`config.mk`:
```
export PLATFORM = sky130hd
export DESIGN_NAME = wide_cas_seq
export DESIGN_NICKNAME = d
export VERILOG_FILES = /design/src/rtl/wcas_pkg.sv /design/src/rtl/wcas_cmp.sv /design/src/rtl/wcas_ctrl.sv /design/src/rtl/wcas_dp.sv /design/src/rtl/wide_cas_seq.sv
export SDC_FILE = /design/constraint.sdc
export NUM_CORES = 1
export LEC_CHECK = 0
export BUFFER_PORTS_ARGS = -buffer_cell sky130_fd_sc_hd__buf_4
export CELL_PAD_IN_SITES_DETAIL_PLACEMENT = 1
export CELL_PAD_IN_SITES_GLOBAL_PLACEMENT = 1
export CORE_MARGIN = 8
export CORE_UTILIZATION = 42
export DETAILED_ROUTE_END_ITERATION = 8
export PLACE_DENSITY_LB_ADDON = 0.1
export SLEW_MARGIN = 20
export SYNTH_ARGS = -nofsm -noshare
export SYNTH_HDL_FRONTEND = slang
export SYNTH_SLANG_ARGS = --single-unit
export TNS_END_PERCENT = 100
```
`constraint.sdc`:
```
create_clock -name clk_i -period 3.9 [get_ports clk_i]
set_input_delay 0.78 -clock clk_i [delete_from_list [all_inputs] [get_ports clk_i]]
set_output_delay 0.78 -clock clk_i [all_outputs]
set_load 0.03 [all_outputs]
```
`src/rtl/wcas_pkg.sv`:
```
package wcas_pkg;
  typedef enum logic [2:0] {
    ST_IDLE,
    ST_RD_LO,
    ST_RD_HI,
    ST_CMP,
    ST_WR_HI,
    ST_WR_LO,
    ST_DONE
  } wcas_state_e;
endpackage

```
`src/rtl/wcas_cmp.sv`:
```
module wcas_cmp #(
  parameter int unsigned DATA_W = 64
) (
  input  logic [1:0][DATA_W-1:0] exp_i,
  input  logic [1:0][DATA_W-1:0] mem_i,
  output logic                   lo_eq_o,
  output logic                   match_o
);
  logic [1:0] eq;

  for (genvar h = 0; h < 2; h++) begin : g_half
    assign eq[h] = (exp_i[h] == mem_i[h]);
  end

  // high compare only counts once the low halves agree
  assign lo_eq_o = eq[0];
  assign match_o = eq[0] ? eq[1] : 1'b0;
endmodule

```
`src/rtl/wcas_ctrl.sv`:
```
module wcas_ctrl
  import wcas_pkg::*;
(
  input  logic        clk_i,
  input  logic        rst_ni,
  input  logic        start_i,
  input  logic        lock_i,
  input  logic        ack_i,
  output wcas_state_e state_o,
  output logic        launch_o,
  output logic        req_o,
  output logic        rd_o,
  output logic        wr_o,
  output logic        lock_o,
  output logic        done_o
);
  wcas_state_e state_q, state_d;
  logic        lock_q;

  assign launch_o = (state_q == ST_IDLE) && start_i;

  always_comb begin
    state_d = state_q;
    unique case (state_q)
      ST_IDLE:  if (start_i) state_d = ST_RD_LO;
      ST_RD_LO: if (ack_i)   state_d = ST_RD_HI;
      ST_RD_HI: if (ack_i)   state_d = ST_CMP;
      ST_CMP:                state_d = ST_WR_HI;
      ST_WR_HI: if (ack_i)   state_d = ST_WR_LO;
      ST_WR_LO: if (ack_i)   state_d = ST_DONE;
      ST_DONE:               state_d = ST_IDLE;
      default:               state_d = ST_IDLE;
    endcase
  end

  always_ff @(posedge clk_i or negedge rst_ni) begin
    if (!rst_ni) begin
      state_q <= ST_IDLE;
      lock_q  <= 1'b0;
    end else begin
      state_q <= state_d;
      if (launch_o) lock_q <= lock_i;
    end
  end

  assign rd_o    = (state_q == ST_RD_LO) || (state_q == ST_RD_HI);
  assign wr_o    = (state_q == ST_WR_HI) || (state_q == ST_WR_LO);
  assign req_o   = rd_o || wr_o;
  // window spans both reads, the compare and both writes
  assign lock_o  = lock_q && (rd_o || wr_o || (state_q == ST_CMP));
  assign done_o  = (state_q == ST_DONE);
  assign state_o = state_q;
endmodule

```
`src/rtl/wcas_dp.sv`:
```
module wcas_dp
  import wcas_pkg::*;
#(
  parameter int unsigned DATA_W = 64,
  parameter int unsigned ADDR_W = 32
) (
  input  logic              clk_i,
  input  logic              rst_ni,
  input  logic              launch_i,
  input  wcas_state_e       state_i,
  input  logic              ack_i,
  input  logic [ADDR_W-1:0] addr_i,
  input  logic              wide_i,
  input  logic [DATA_W-1:0] exp_lo_i,
  input  logic [DATA_W-1:0] exp_hi_i,
  input  logic [DATA_W-1:0] new_lo_i,
  input  logic [DATA_W-1:0] new_hi_i,
  input  logic [DATA_W-1:0] rdata_i,
  output logic [ADDR_W-1:0] addr_o,
  output logic [DATA_W-1:0] wdata_o,
  output logic [DATA_W-1:0] exp_lo_o,
  output logic [DATA_W-1:0] exp_hi_o,
  output logic              zf_o
);
  localparam int unsigned NARROW_W     = DATA_W / 2;
  localparam int unsigned WIDE_BYTES   = DATA_W / 8;
  localparam int unsigned NARROW_BYTES = DATA_W / 16;

  function automatic logic [DATA_W-1:0] half_mask(input logic wide);
    return wide ? {DATA_W{1'b1}} : {{(DATA_W-NARROW_W){1'b0}}, {NARROW_W{1'b1}}};
  endfunction

  logic [ADDR_W-1:0] base_q, hi_addr;
  logic              wide_q, zf_q;
  logic [DATA_W-1:0] elo_q, ehi_q, nlo_q, nhi_q, mlo_q, mhi_q, wlo_q, whi_q;
  logic [DATA_W-1:0] in_mask, mask_q;
  logic              lo_eq, match;

  assign in_mask = half_mask(wide_i);
  assign mask_q  = half_mask(wide_q);
  assign hi_addr = base_q + (wide_q ? ADDR_W'(WIDE_BYTES) : ADDR_W'(NARROW_BYTES));

  wcas_cmp #(.DATA_W(DATA_W)) i_cmp (
    .exp_i   ({ehi_q, elo_q}),
    .mem_i   ({mhi_q, mlo_q}),
    .lo_eq_o (lo_eq),
    .match_o (match)
  );

  always_ff @(posedge clk_i or negedge rst_ni) begin
    if (!rst_ni) begin
      base_q <= '0;
      wide_q <= 1'b0;
      zf_q   <= 1'b0;
      elo_q  <= '0;
      ehi_q  <= '0;
      nlo_q  <= '0;
      nhi_q  <= '0;
      mlo_q  <= '0;
      mhi_q  <= '0;
      wlo_q  <= '0;
      whi_q  <= '0;
    end else begin
      if (launch_i) begin
        base_q <= addr_i;
        wide_q <= wide_i;
        zf_q   <= 1'b0;
        elo_q  <= exp_lo_i & in_mask;
        ehi_q  <= exp_hi_i & in_mask;
        nlo_q  <= new_lo_i & in_mask;
        nhi_q  <= new_hi_i & in_mask;
      end
      if (state_i == ST_RD_LO && ack_i) mlo_q <= rdata_i & mask_q;
      if (state_i == ST_RD_HI && ack_i) mhi_q <= rdata_i & mask_q;
      if (state_i == ST_CMP) begin
        zf_q <= match;
        if (match) begin
          wlo_q <= nlo_q;
          whi_q <= nhi_q;
        end else begin
          // memory contents go back unchanged and into the expected pair
          elo_q <= mlo_q;
          ehi_q <= mhi_q;
          wlo_q <= mlo_q;
          whi_q <= mhi_q;
        end
      end
    end
  end

  logic unused_lo_eq;
  assign unused_lo_eq = lo_eq;

  assign addr_o   = (state_i == ST_RD_HI || state_i == ST_WR_HI) ? hi_addr : base_q;
  assign wdata_o  = (state_i == ST_WR_HI) ? whi_q : wlo_q;
  assign exp_lo_o = elo_q;
  assign exp_hi_o = ehi_q;
  assign zf_o     = zf_q;
endmodule

```
`src/rtl/wide_cas_seq.sv`:
```
module wide_cas_seq
  import wcas_pkg::*;
#(
  parameter int unsigned DATA_W = 64,
  parameter int unsigned ADDR_W = 32
) (
  input  logic              clk_i,
  input  logic              rst_ni,
  input  logic              start_i,
  input  logic [ADDR_W-1:0] addr_i,
  input  logic              wide_i,
  input  logic              lock_i,
  input  logic [DATA_W-1:0] exp_lo_i,
  input  logic [DATA_W-1:0] exp_hi_i,
  input  logic [DATA_W-1:0] new_lo_i,
  input  logic [DATA_W-1:0] new_hi_i,
  output logic              mem_req_o,
  input  logic              mem_ack_i,
  output logic              mem_lock_o,
  output logic              mem_rd_o,
  output logic              mem_wr_o,
  output logic [ADDR_W-1:0] mem_addr_o,
  output logic [DATA_W-1:0] mem_wdata_o,
  input  logic [DATA_W-1:0] mem_rdata_i,
  output logic [DATA_W-1:0] exp_lo_o,
  output logic [DATA_W-1:0] exp_hi_o,
  output logic              zf_o,
  output logic              done_o
);
  wcas_state_e state;
  logic        launch;

  wcas_ctrl i_ctrl (
    .clk_i    (clk_i),
    .rst_ni   (rst_ni),
    .start_i  (start_i),
    .lock_i   (lock_i),
    .ack_i    (mem_ack_i),
    .state_o  (state),
    .launch_o (launch),
    .req_o    (mem_req_o),
    .rd_o     (mem_rd_o),
    .wr_o     (mem_wr_o),
    .lock_o   (mem_lock_o),
    .done_o   (done_o)
  );

  wcas_dp #(.DATA_W(DATA_W), .ADDR_W(ADDR_W)) i_dp (
    .clk_i    (clk_i),
    .rst_ni   (rst_ni),
    .launch_i (launch),
    .state_i  (state),
    .ack_i    (mem_ack_i),
    .addr_i   (addr_i),
    .wide_i   (wide_i),
    .exp_lo_i (exp_lo_i),
    .exp_hi_i (exp_hi_i),
    .new_lo_i (new_lo_i),
    .new_hi_i (new_hi_i),
    .rdata_i  (mem_rdata_i),
    .addr_o   (mem_addr_o),
    .wdata_o  (mem_wdata_o),
    .exp_lo_o (exp_lo_o),
    .exp_hi_o (exp_hi_o),
    .zf_o     (zf_o)
  );
endmodule

```
==> flow_metrics.py <==
metrics = {
    "outcome": {
        "outcome": "finished, final reports clean",
    },
    "worst_setup_path": {
        "critical_path.slowest_cell": "sky130_fd_sc_hd__dfrtp_2",
        "critical_path.endpoint_type": "output pin",
        "worst-endpoint-arrival_ns": 3.00,
        "path_common_cell": "sky130_fd_sc_hd__buf_4",
        "crit_fanout": 3,
        "timing.critical_path.required_ns": 3.12,
        "worst_r2r_start": "i_dp.exp_hi_o[50]$_DFF_PN0_",
        "timing.critical_path.cells": "inv_2 > ha_2 > inv_1 > fa_2 > nor4_4 > nand4_1 > or2_4 > buf_4 > xnor2_1 > buf_4",
        "crit_path_largest_cell_delay_ns": 0.41,
        "cp.buffers_inverters": 4,
        "critPathTopFamily": "simple AND/OR/NAND/NOR gates",
        "start_kind": "flip-flop",
        "worst_setup_path_class": "reg2out",
        "crit_start": "i_dp.wide_q$_DFFE_PN0N_",
    },
    "sta": {
        "worst_clock_skew_ns": 0.0275,
        "period_share_pct": 96.9,
        "worst-slew-pin-transition_ns": 1.16,
        "timing.slew.headroom_pct": 22.6,
        "grt_setup_unrepaired": "false",
        "total_negative_setup_slack_ns": 0,
        "timing.hold.ws_ns": 0.178,
        "timing_hold_violations_final": 0,
        "final_max_slew_viol_count": 0,
        "timing.fmax_ghz": 0.265,
        "finalSetupViolCount": 0,
        "finalWorstPathRequiredPeriod_ns": 3.78,
    },
    "synthesis": {
        "netlist.area_leader.share_pct": 52.0,
        "synthesis.yosys.warnings": 0,
        "synth-main-ff-cell": "sky130_fd_sc_hd__dfrtp_1",
        "yosys-top-cells-count": "sky130_fd_sc_hd__nand2_1 (660), sky130_fd_sc_hd__dfrtp_1 (550), sky130_fd_sc_hd__a21oi_1 (195)",
        "yosys.cell_count.top_type": "sky130_fd_sc_hd__nand2_1",
        "post_synth_instance_area_sq_um": 26500,
        "synth_cell_type_count": 38,
        "synth_area_per_cell_sq_um": 9.93,
        "seq_total_area_yosys_pct": 52.0,
        "synthTopCellsByArea": "sky130_fd_sc_hd__dfrtp_1 (52%), sky130_fd_sc_hd__nand2_1 (9.4%), sky130_fd_sc_hd__mux2_2 (5.5%)",
        "async_flop_share_pct": 100,
        "yosys.area.top_type": "sky130_fd_sc_hd__dfrtp_1",
        "synth.net_count": 3026,
        "synth_enable_flop_cells": 0,
        "postSynthCellCount": 2665,
        "flop_and_latch_count_out_of_synthesis": 550,
    },
    "grt": {
        "busiest_layer": "met2",
        "largest_net_degree_at_the_start_of_global_routing": 159,
        "global_route_wire_length_before_repair_mm": 166,
        "antenna_found_initial": 16,
        "grt_use_met3_pct": 7.24,
        "overflow": 0,
        "grtUsageMet2_pct": 50.2,
        "fraction_of_met1_tracks_used_by_global_routing_pct": 38.6,
        "grt_pass1_vias": 25583,
        "groute.usage.overall_pct": 30.7,
    },
    "power_and_ir_drop": {
        "seq_power_share_pct": 34.8,
        "cell_internal_power_uw": 16800,
        "clockPowerShare_pct": 19.6,
        "swShare_pct": 43.6,
        "report.power.total_uw": 29800,
        "vdd_drop_max_uv": 754,
        "power.density_cell_area_nw_per_um2": 888,
        "p_switching_uw": 13000,
        "pwr-share-comb_pct": 45.6,
        "power_leakage_uw": 0.0159,
    },
    "floorplanning": {
        "core_region_area_sq_um": 62700,
        "start_util_pct": 42.2,
        "floorplan.rows": 92,
        "io-pin-count": 588,
        "die_x_um": 267,
        "die-area_sq_um": 71300,
        "chipHeight_um": 267,
    },
    "routing": {
        "drt_initial_violations": 1643,
        "vias_per_cell": 5.77,
        "post_drt_wl_per_cell_um": 27.8,
        "num_vias": 23370,
        "drt_wl_total_mm": 113,
        "postRouteAntennaNets": 0,
        "drt_first_pass_iters": 5,
        "drt_drc_violations_left": 0,
    },
    "placed_design": {
        "port_buffers": 587,
        "detailedPlacementHpwl_mm": 80.3,
        "placed_cell_area_sq_um": 31500,
        "place_congestion": 0.857,
    },
    "layout": {
        "fin_area_sq_um": 33600,
        "num-nets-final": 3508,
        "drive_gt1_share_pct": 27.9,
        "fill_cells": 6935,
        "syn_to_final_growth_pct": 27.0,
    },
    "job": {
        "timing.max_cap.violations": 0,
    },
    "clocking": {
        "clk_pin_slew_worst_paths_ns": 0.06,
        "cts_hold_bufs": 0,
        "tritoncts": "yes",
        "worst_skew_pair.late_latency_ns": 0.64,
        "htreeDepth": 2,
        "cts.sinks": 550,
        "root_buffer": "sky130_fd_sc_hd__clkbuf_16",
        "clock_path_buffers": 3,
        "cts_buffers": 60,
    },
    "worst_hold_path": {
        "hold_path_class": "in2async",
    },
}
==> registers in the layout (all words and copies together) (netlist names) <==
register,cells
i_dp.exp_lo_o,64
i_dp.mhi_q,64
i_dp.base_q,32
i_dp.nlo_q,64
i_dp.whi_q,64
i_dp.zf_o,1
i_dp.nhi_q,64
i_ctrl.state_o,3
i_ctrl.lock_q,1
i_dp.wlo_q,64
i_dp.mlo_q,64
i_dp.wide_q,1
i_dp.exp_hi_o,64
==> power groups by stage <==
stage                     Sequential, uW  Combinational [uW]  Clock (uW)
after CTS                          10400               13700        5920
after floorplan                    10700                7240           0
after global placement             10300               13300           0
final                              10400               13600        5840
after detailed placement           10400               13600           0
after global routing               10700               14500        6110
==> cell type report <==
class | instances | area, sq um | area share [%]
Clock buffer | 93 | 1800 | 5.35
Timing Repair Buffer | 641 | 5090 | 15.1
Inverter | 5 | 18.8 | 0.0558
Antenna cell | 13 | 32.5 | 0.0968
Tap cell | 846 | 1060 | 3.15
Sequential cell | 550 | 13800 | 41.0
Clock inverter | 16 | 194 | 0.577
Multi-Input combinational cell | 1889 | 11700 | 34.7
==> repair_timing <==
item | CTS | global route
gates resized for setup | 2 | 8
endpoints found under the setup margin | 5 | 5
hold endpoints to repair | 0 | 0
buffers inserted | 1 | 2
pin swaps | 2 | 3
==> metal layers <==
| metal | share of wire [%] | wire length (um) |
|---|---|---|
| met2 | 48 | 54000 |
| met5 | 0.039 | 44 |
| met1 | 40 | 44700 |
| met3 | 7.5 | 8470 |
| met4 | 4.7 | 5290 |
==> worst paths after layout <==
kind                                                   end  slack [ns]  cells past startpoint
worst max-delay path                        mem_addr_o[26]        0.12                     10
worst min-delay path            i_dp.nhi_q[36]$_DFFE_PN0N_        0.18                      1
worst max register to register  i_dp.wlo_q[54]$_DFFE_PN0P_        0.51                      7
worst min register to register  i_dp.nlo_q[45]$_DFFE_PN0N_        0.47                      2
max in group asynchronous       i_dp.wlo_q[16]$_DFFE_PN0P_        2.74                      2
min in group clk_i              i_dp.nhi_q[21]$_DFFE_PN0N_        0.34                      3
==> per-stage QoR <==
step | worst slack [ns] | utilization, % | instances
CTS | 0.0296 | 53.5 | 4038
detailed placement | 0.468 | 50.3 | 3928
global route | 0.0137 | 53.6 | 4051
floorplan | 0.307 | - | 2665
global placement | 0.544 | 50.3 | 3928
finish | 0.120 | 53.6 | 4053
==> cell usage in the layout (no fill, tap or decap), drive strengths merged, types with 10 or more instances in the layout <==
master and n:
mux2i 65, xnor2 152, nor2 16, o22ai 129
a311o 128, o21ai 69, diode 13, buf 641
and2 130, nor4 10, nand3 72, clkbuf 93
nand2 660, nand4 43, and3 68, dfrtp 550
a21oi 195, mux2 129, clkinv 11
==> cell families after synthesis <==
family | after synthesis | synth area share, %
AOI/OAI and AO/OA | 522 | 12.9
xor gates and xnor gates | 158 | 5.23
adders and majority gates | 3 | 0.170
buffers and inverters | 226 | 4.24
DFF | 550 | 52.0
muxes | 194 | 7.95
and+or+nand+nor | 1012 | 17.5
Power figures use the tool's default switching activity.
